==> src/rtl/nrb_pkg.sv <==
package nrb_pkg;

    // Which direction a buffer instance serves.
    typedef enum logic {
        SIDE_TX = 1'b0,
        SIDE_RX = 1'b1
    } side_e;

endpackage

==> src/rtl/nrb_ptr.sv <==
// Modulo-DEPTH pointer with a load that folds values above the depth.
module nrb_ptr #(
    parameter int DEPTH = 36,
    localparam int AW = $clog2(DEPTH)
) (
    input  logic          clk,
    input  logic          rst_n,
    input  logic          load,
    input  logic [AW-1:0] load_val,
    input  logic          adv,
    output logic [AW-1:0] ptr
);
    localparam logic [AW:0]   DEPTH_W = (AW+1)'(DEPTH);
    localparam logic [AW-1:0] LAST    = AW'(DEPTH - 1);

    logic [AW:0]   ld_wide;
    logic [AW-1:0] ld_fold;
    logic [AW-1:0] nxt;

    always_comb begin
        ld_wide = {1'b0, load_val};
        if (ld_wide >= DEPTH_W) begin
            ld_fold = AW'(ld_wide - DEPTH_W);
        end else begin
            ld_fold = load_val;
        end
        nxt = (ptr == LAST) ? '0 : ptr + 1'b1;
    end

    // Load has priority over advance.
    always_ff @(posedge clk) begin
        if (!rst_n) begin
            ptr <= '0;
        end else if (load) begin
            ptr <= ld_fold;
        end else if (adv) begin
            ptr <= nxt;
        end
    end

    p_ptr_range_r4: assert property (@(posedge clk) disable iff (!rst_n)
        {1'b0, ptr} < DEPTH_W);

    p_ptr_wrap_r4: assert property (@(posedge clk) disable iff (!rst_n)
        (adv && !load && ptr == LAST) |=> (ptr == '0));

    p_ptr_hold_r3: assert property (@(posedge clk) disable iff (!rst_n)
        (!adv && !load) |=> $stable(ptr));

endmodule

==> src/rtl/nrb_mem.sv <==
// Nibble storage: two write ports (port A wins on collision) and two
// registered read ports that return pre-write content.
module nrb_mem #(
    parameter int DEPTH = 36,
    parameter int DW    = 4,
    localparam int AW   = $clog2(DEPTH)
) (
    input  logic          clk,
    input  logic          rst_n,
    input  logic          wa_en,
    input  logic [AW-1:0] wa_addr,
    input  logic [DW-1:0] wa_data,
    input  logic          wb_en,
    input  logic [AW-1:0] wb_addr,
    input  logic [DW-1:0] wb_data,
    input  logic          r0_en,
    input  logic [AW-1:0] r0_addr,
    output logic [DW-1:0] r0_data,
    input  logic          r1_en,
    input  logic [AW-1:0] r1_addr,
    output logic [DW-1:0] r1_data
);
    logic [DW-1:0] store [DEPTH];

    always_ff @(posedge clk) begin
        if (!rst_n) begin
            for (int i = 0; i < DEPTH; i++) begin
                store[i] <= '0;
            end
        end else begin
            if (wb_en) begin
                store[wb_addr] <= wb_data;
            end
            // Port A is written last so it wins on the same entry.
            if (wa_en) begin
                store[wa_addr] <= wa_data;
            end
        end
    end

    always_ff @(posedge clk) begin
        if (!rst_n) begin
            r0_data <= '0;
            r1_data <= '0;
        end else begin
            if (r0_en) begin
                r0_data <= store[r0_addr];
            end
            if (r1_en) begin
                r1_data <= store[r1_addr];
            end
        end
    end

    p_ctl_wins_r8: assert property (@(posedge clk) disable iff (!rst_n)
        (wa_en && wb_en && wa_addr == wb_addr)
            |=> (store[$past(wa_addr)] == $past(wa_data)));

    p_rd_hold_r2: assert property (@(posedge clk) disable iff (!rst_n)
        !r0_en |=> $stable(r0_data));

endmodule

==> src/rtl/nibble_rate_buf.sv <==
module nibble_rate_buf #(
    parameter nrb_pkg::side_e SIDE = nrb_pkg::SIDE_TX,
    parameter int DEPTH = 36,
    parameter int DW    = 4,
    localparam int AW   = $clog2(DEPTH)
) (
    input  logic          clk,
    input  logic          rst_n,
    input  logic          ctl_addr_we,
    input  logic [AW-1:0] ctl_addr_wdata,
    input  logic          ctl_autoinc_wdata,
    input  logic          ctl_wr,
    input  logic [DW-1:0] ctl_wdata,
    input  logic          ctl_rd,
    output logic [DW-1:0] ctl_rdata,
    input  logic          vp_stb,
    input  logic [DW-1:0] vp_wdata,
    output logic [DW-1:0] vp_rdata,
    output logic [AW-1:0] vp_ptr,
    input  logic          mdm_tick,
    input  logic [DW-1:0] mdm_wdata,
    output logic [DW-1:0] mdm_rdata
);
    localparam logic [AW-1:0] LAST = AW'(DEPTH - 1);

    logic [AW-1:0] cptr;
    logic [AW-1:0] vptr;
    logic [AW-1:0] mptr;
    logic          autoinc_q;

    logic          wb_en;
    logic [AW-1:0] wb_addr;
    logic [DW-1:0] wb_data;
    logic          r1_en;
    logic [AW-1:0] r1_addr;
    logic [DW-1:0] r1_data;

    always_ff @(posedge clk) begin
        if (!rst_n) begin
            autoinc_q <= 1'b0;
        end else if (ctl_addr_we) begin
            autoinc_q <= ctl_autoinc_wdata;
        end
    end

    nrb_ptr #(.DEPTH(DEPTH)) u_cptr (
        .clk      (clk),
        .rst_n    (rst_n),
        .load     (ctl_addr_we),
        .load_val (ctl_addr_wdata),
        .adv      (autoinc_q && (ctl_wr || ctl_rd)),
        .ptr      (cptr)
    );

    nrb_ptr #(.DEPTH(DEPTH)) u_vptr (
        .clk      (clk),
        .rst_n    (rst_n),
        .load     (1'b0),
        .load_val ('0),
        .adv      (vp_stb),
        .ptr      (vptr)
    );

    nrb_ptr #(.DEPTH(DEPTH)) u_mptr (
        .clk      (clk),
        .rst_n    (rst_n),
        .load     (1'b0),
        .load_val ('0),
        .adv      (mdm_tick),
        .ptr      (mptr)
    );

    // Side selection: which stream port writes and which reads.
    always_comb begin
        if (SIDE == nrb_pkg::SIDE_TX) begin
            wb_en   = vp_stb;
            wb_addr = vptr;
            wb_data = vp_wdata;
            r1_en   = mdm_tick;
            r1_addr = mptr;
        end else begin
            wb_en   = mdm_tick;
            wb_addr = mptr;
            wb_data = mdm_wdata;
            r1_en   = vp_stb;
            r1_addr = vptr;
        end
        vp_rdata  = (SIDE == nrb_pkg::SIDE_RX) ? r1_data : '0;
        mdm_rdata = (SIDE == nrb_pkg::SIDE_TX) ? r1_data : '0;
        vp_ptr    = vptr;
    end

    nrb_mem #(.DEPTH(DEPTH), .DW(DW)) u_mem (
        .clk     (clk),
        .rst_n   (rst_n),
        .wa_en   (ctl_wr),
        .wa_addr (cptr),
        .wa_data (ctl_wdata),
        .wb_en   (wb_en),
        .wb_addr (wb_addr),
        .wb_data (wb_data),
        .r0_en   (ctl_rd),
        .r0_addr (cptr),
        .r0_data (ctl_rdata),
        .r1_en   (r1_en),
        .r1_addr (r1_addr),
        .r1_data (r1_data)
    );

    p_vp_step_r6: assert property (@(posedge clk) disable iff (!rst_n)
        vp_stb |=> (vp_ptr == (($past(vp_ptr) == LAST) ? '0 : $past(vp_ptr) + 1'b1)));

    p_side_quiet_r12: assert property (@(posedge clk) disable iff (!rst_n)
        (SIDE == nrb_pkg::SIDE_TX) ? (vp_rdata == '0) : (mdm_rdata == '0));

endmodule

==> config.mk <==
export PLATFORM = sky130hd
export DESIGN_NAME = nibble_rate_buf
export DESIGN_NICKNAME = d
export VERILOG_FILES = /design/src/rtl/nrb_pkg.sv /design/src/rtl/nrb_ptr.sv /design/src/rtl/nrb_mem.sv /design/src/rtl/nibble_rate_buf.sv
export SDC_FILE = /design/constraint.sdc
export NUM_CORES = 1
export LEC_CHECK = 0
export BUFFER_PORTS_ARGS = -buffer_cell sky130_fd_sc_hd__clkbuf_2
export CORE_MARGIN = 2
export CORE_UTILIZATION = 50
export CTS_CLUSTER_DIAMETER = 60
export DETAILED_ROUTE_END_ITERATION = 8
export PLACE_DENSITY = 0.66
export RECOVER_POWER = 100
export SLEW_MARGIN = 20
export SYNTH_ARGS = -nofsm -noshare
export SYNTH_HDL_FRONTEND = slang
export SYNTH_SLANG_ARGS = --single-unit
==> constraint.sdc <==
create_clock -name clk -period 3.2 [get_ports clk]
set_input_delay 0.16 -clock clk [delete_from_list [all_inputs] [get_ports clk]]
set_output_delay 0.16 -clock clk [all_outputs]
set_load 0.02 [all_outputs]
# Yosys cells after proc, flatten, opt, wreduce, memory -nomap -nowiden
# Memory sizes are Yosys's and may differ from the RTL's. A register that Yosys moved wholly into a read port is not among the register bits.
# Cells that the tools add are included.
[op_classes]
order_cmp = 1
addsub = 4
n_eq_ne = 3
mux = 19
reduce_logical = 7
[ops]
columns = ["operator", "n"]
rows = [
  ["two-way mux 6 bit", 8],
  ["adder 6 x 1 -> 6 bit (second input constant)", 3],
  ["== test 6 bit (second input constant)", 3],
  ["two-way mux 1 bit", 9],
  ["two-way mux 4 bit", 2],
  ["OR reduction 4 bit", 2],
  ["greater-or-equal comparator 6 bit (second input constant)", 1],
  ["subtractor 6 bit (second input constant)", 1],
  ["zero test 1 bit", 2],
  ["nonzero test 2 bit", 1],
  ["logical AND 1 bit", 1],
  ["logical OR 1 bit", 1],
]
[totals]
mem_bits_rw = 144
mem_count = 1
word_cells = 39
ff_bits = 19
inputBits = 26
output_inout_bits = 18
[memory_table]
columns = ["name", "words", "width", "read_ports", "rd_ports_with_merged_regs", "write_ports", "line_no", "rtl"]
rows = [
  ["u_mem.store", 36, 4, 2, 2, 36, "nrb_mem.sv:23", "logic [DW-1:0] store [DEPTH];"],
]

# Depth between registers and ports, before layout
[depth]
ltp_word = 5
depth_mapped = 9
ltp_nobuf = 8

# Modules after synthesis
# A second synthesis with hierarchy kept.
[hier_totals]
cells_unflattened = 1569
hier_area_um2 = 18143.7
[by_module_without_submodules]
columns = ["mod", "area_per_inst_um2", "cells_per_inst", "seq_area_each_um2", "instances"]
rows = [
  ["nrb_mem", 16620.9, 1392, 7847.5, 1],
  ["nrb_ptr", 481.7, 56, 120.1, 3],
  ["nibble_rate_buf", 77.6, 9, 20.0, 1],
]

# Worst setup path after synthesis
# Ideal clock, no wire load.
[synth_path]
path_kind = "flip-flop to flip-flop"
startpoint = "reg u_vptr.ptr[2]"
endpoint = "mem u_mem.store[13][0] (enable)"
n_path_buf = 2
setup_ns = 0.350
period_less_slack_ns = 2.062
required_ns = 2.850
arrival_ns = 1.712
path_stages_with_launch = 6
setup_slack_ns = 1.138
path_cell_list = "dfxtp_1 clkbuf_1 nand2b_1 or3_1 clkbuf_1 o221ai_1"
[synth_rtl]
columns = ["element", "line_no", "rtl"]
rows = [
  ["from (decl)", "nrb_ptr.sv:11", "output logic [AW-1:0] ptr"],
  ["from (signal assigned)", "nrb_ptr.sv:35", "ptr <= ld_fold;"],
  ["from (signal assigned)", "nrb_ptr.sv:37", "ptr <= nxt;"],
  ["to (decl)", "nrb_mem.sv:23", ""],
]

==> impl_metrics.toml <==
[floorplanning]
initial_core_util_pct = 50.4
die_h_um = 192
die_w_um = 192
fp-row-count = 69
die_area_mm2 = 0.0370
design.core.area_mm2 = 0.0352
io_pins = 44

[critical_path]
r2r-end = "u_mem.r0_data[0]"
cp-end-kind = "flip-flop"
rrSetupSlack_ns = 0.03
r2r_cells = 8
start_kind = "flip-flop"
crit_type = "flip-flop to flip-flop"
arrival_ns = 3.65
crit_required_ns = 3.68
cp-endpoint = "u_mem.r0_data[0]"
cp-startpoint = "u_cptr.ptr[2]"
r2r_start = "u_cptr.ptr[2]"
worst-path-max-fanout = 18

[timing]
worstMarginPinSlew_ns = 1.50
max_freq_mhz = 315
period_minus_slack_ns = 3.17
drv_slew = 1
finClkSkew_ns = 0.00953
rsz0062_at_grt = "false"
period_share_pct = 99.2
hold_viol = 0
slew_headroom_pct = -0.0878
finalSetupViolations = 0
fin_setup_tns_ns = 0

[detailed_routing]
antenna_left = 0
drt_iter0_markers = 2383
vias = 14800
drc = 0
viasPerCell = 7.20
wirelength_um = 65700
wl_per_cell_um = 32.0
first_pass_iters = 6

[yosys]
synth_top_area_share_pct = 43.3
syn-instance-count = 1555
synth_edf_count = 256
postSynth.asyncResetShare_pct = 0
yosysSeqAreaShare_pct = 46.3
yosysMostFrequentCell = "edfxtp_1"
yosys_warnings = 0
dominantRegCellSynth = "edfxtp_1"
netlist_top_cells_area = "edfxtp_1 (43%), mux4_2 (10%), mux2_2 (9.4%)"
synth_cell_type_count = 68
synth-seq-cells = 283
syn_avg_cell_area_um2 = 11.4
syn-cell-area_mm2 = 0.0178
synth_common_cells = "edfxtp_1 (256), nand2_1 (243), mux2_2 (148), o31ai_1 (145), clkbuf_1 (84)"
synth_top_area_cell = "edfxtp_1"

[layout]
drive_gt1_share_pct = 23.7
final_nets = 1600
syn_to_final_growth_pct = 9.35

[pwr]
leakage_uw = 0.00614
peakVddDrop_mv = 0.385
total_power_uw = 9100
powerDensity_mw_per_mm2 = 469

[clock_network]
cts_tree = "done"
cts_num_sinks = 283
insertion_delay_ns = 0.59
clockBufferDepth = 3
cts_root_buffer = "clkbuf_16"
post_cts_buffers = 0
h-tree-depth = 1
path_clk_slew_ns = 0.07
numCtsBuffers = 31
cts_resized = 0

[min_path]
hold_class = "primary input to flip-flop"

[global_route]
grtUsageTotal_pct = 35.7
grt_pass1_vias = 14000
antenna_found_initial = 0
grt_max_degree = 65
grt_pass1_wl_um = 94600
gr-total-overflow = 0

[place]
portBuffers = 35
gp_congestion = 1.01
dpl.hpwl_um = 45200

[outcome]
outcome = "complete, but fails checks"
violations = "capacitance limit, slew limit"

[flow_run]
cap_violations = 1
-- worst min-delay path by stage --
stage	cells after the start	slack, ns	endpoint	startpoint
floorplan	2	0.31	autoinc_q	ctl_autoinc_wdata
global placement	3	0.41	autoinc_q	ctl_autoinc_wdata
detailed placement	3	0.41	autoinc_q	ctl_autoinc_wdata
CTS	2	0.03	u_cptr.ptr[2]	ctl_addr_we
global route	3	0.08	u_mem.r0_data[0]	ctl_rd
finish	2	0.04	u_cptr.ptr[2]	ctl_addr_we
-- critical path, stage by stage (launching register included) --
cell and delay [ns]:
dfxtp_2 0.65, buf_12 0.24, inv_1 0.29, a221oi_1 0.31, o21ai_0 0.22, o2bb2ai_1 0.25, nor4_1 0.81, buf_4 0.23
a21oi_1 0.06
-- placed cells by master, fill, tap and decap left out, drive strengths merged, types with 5 or more instances in the layout --
cell / Yosys / final
edfxtp: 256 / 256
nand2: 243 / 243
mux2: 149 / 149
o31ai: 145 / 145
nor2: 114 / 114
clkbuf: 84 / 95
mux4: 81 / 81
buf: 73 / 72
a21oi: 52 / 52
mux2i: 45 / 45
o22ai: 39 / 39
a22oi: 30 / 30
dfxtp: 27 / 27
a221oi: 25 / 25
o21ai: 21 / 21
nand3: 16 / 16
o221ai: 15 / 15
clkinv: 1 / 12
nor2b: 11 / 11
and2: 11 / 11
inv: 10 / 11
nand4: 10 / 10
a22o: 9 / 9
dlygate4sd3: 0 / 8
xnor2: 7 / 7
nand2b: 6 / 6
nor3: 6 / 6
nand3b: 6 / 6
ha: 5 / 5
-- power by group --
part / internal, uW / switching [uW]
logic: 462 / 717
clock network: 2100 / 1550
registers: 4120 / 149
total: 6680 / 2410
-- timing repair --
item / CTS / global route
setup endpoints to repair: 0 / 0
hold endpoints to repair: 8 / 0
hold buffers: 8 / 0
-- per-layer routing --
| metal | vias up | GRT usage, % | routed length [um] |
|---|---|---|---|
| met4 | 0 | 18.5 | 3900 |
| met3 | 235 | 8.06 | 8980 |
| li1 | 6126 | - | - |
| met2 | 1249 | 52.9 | 28700 |
| met5 | - | 0 | 0 |
| met1 | 7188 | 49.1 | 24200 |
-- flip-flops by register name (all words and copies together), names as in the netlist --
signal         count
u_mem.r1_data      4
u_cptr.ptr         6
u_mptr.ptr         6
u_mem.store      256
u_vptr.ptr         6
autoinc_q          1
u_mem.r0_data      4
-- through the flow --
step                std cells  hold WS [ns]  worst slack (ns)  util (%)  cell area [um2]
finish                   2056        0.0357            0.0258      55.1            19400
global route             2054        0.0769             0.127      55.1            19400
CTS                      2054        0.0334             0.298      55.6            19600
detailed placement       1989         0.413             0.312      52.5            18500
global placement         1989         0.405             0.326      52.5            18500
floorplan                1558         0.307              1.14         -            17800
-- logic make-up after synthesis --
group / count (synthesis) / share of synthesized area (%)
AOI/OAI and AO/OA: 375 / 15.2
xor gates and xnor gates: 11 / 0.543
DFF: 283 / 46.3
buffers and inverters: 168 / 4.52
adders and majority gates: 5 / 0.352
other: 1 / 0.0211
and+or+nand+nor: 437 / 10.8
muxes: 275 / 22.3
-- layout make-up --
| cell class | instances | area [um2] |
|---|---|---|
| Tap cell | 461 | 577 |
| Antenna cell | 2 | 5.00 |
| Multi-Input combinational cell | 1107 | 8660 |
| Timing Repair Buffer | 135 | 878 |
| Clock inverter | 17 | 161 |
| Clock buffer | 40 | 850 |
| Fill cell | 2978 | 15800 |
| Inverter | 11 | 41.3 |
| Sequential cell | 283 | 8240 |
Power figures use the tool's default switching activity.
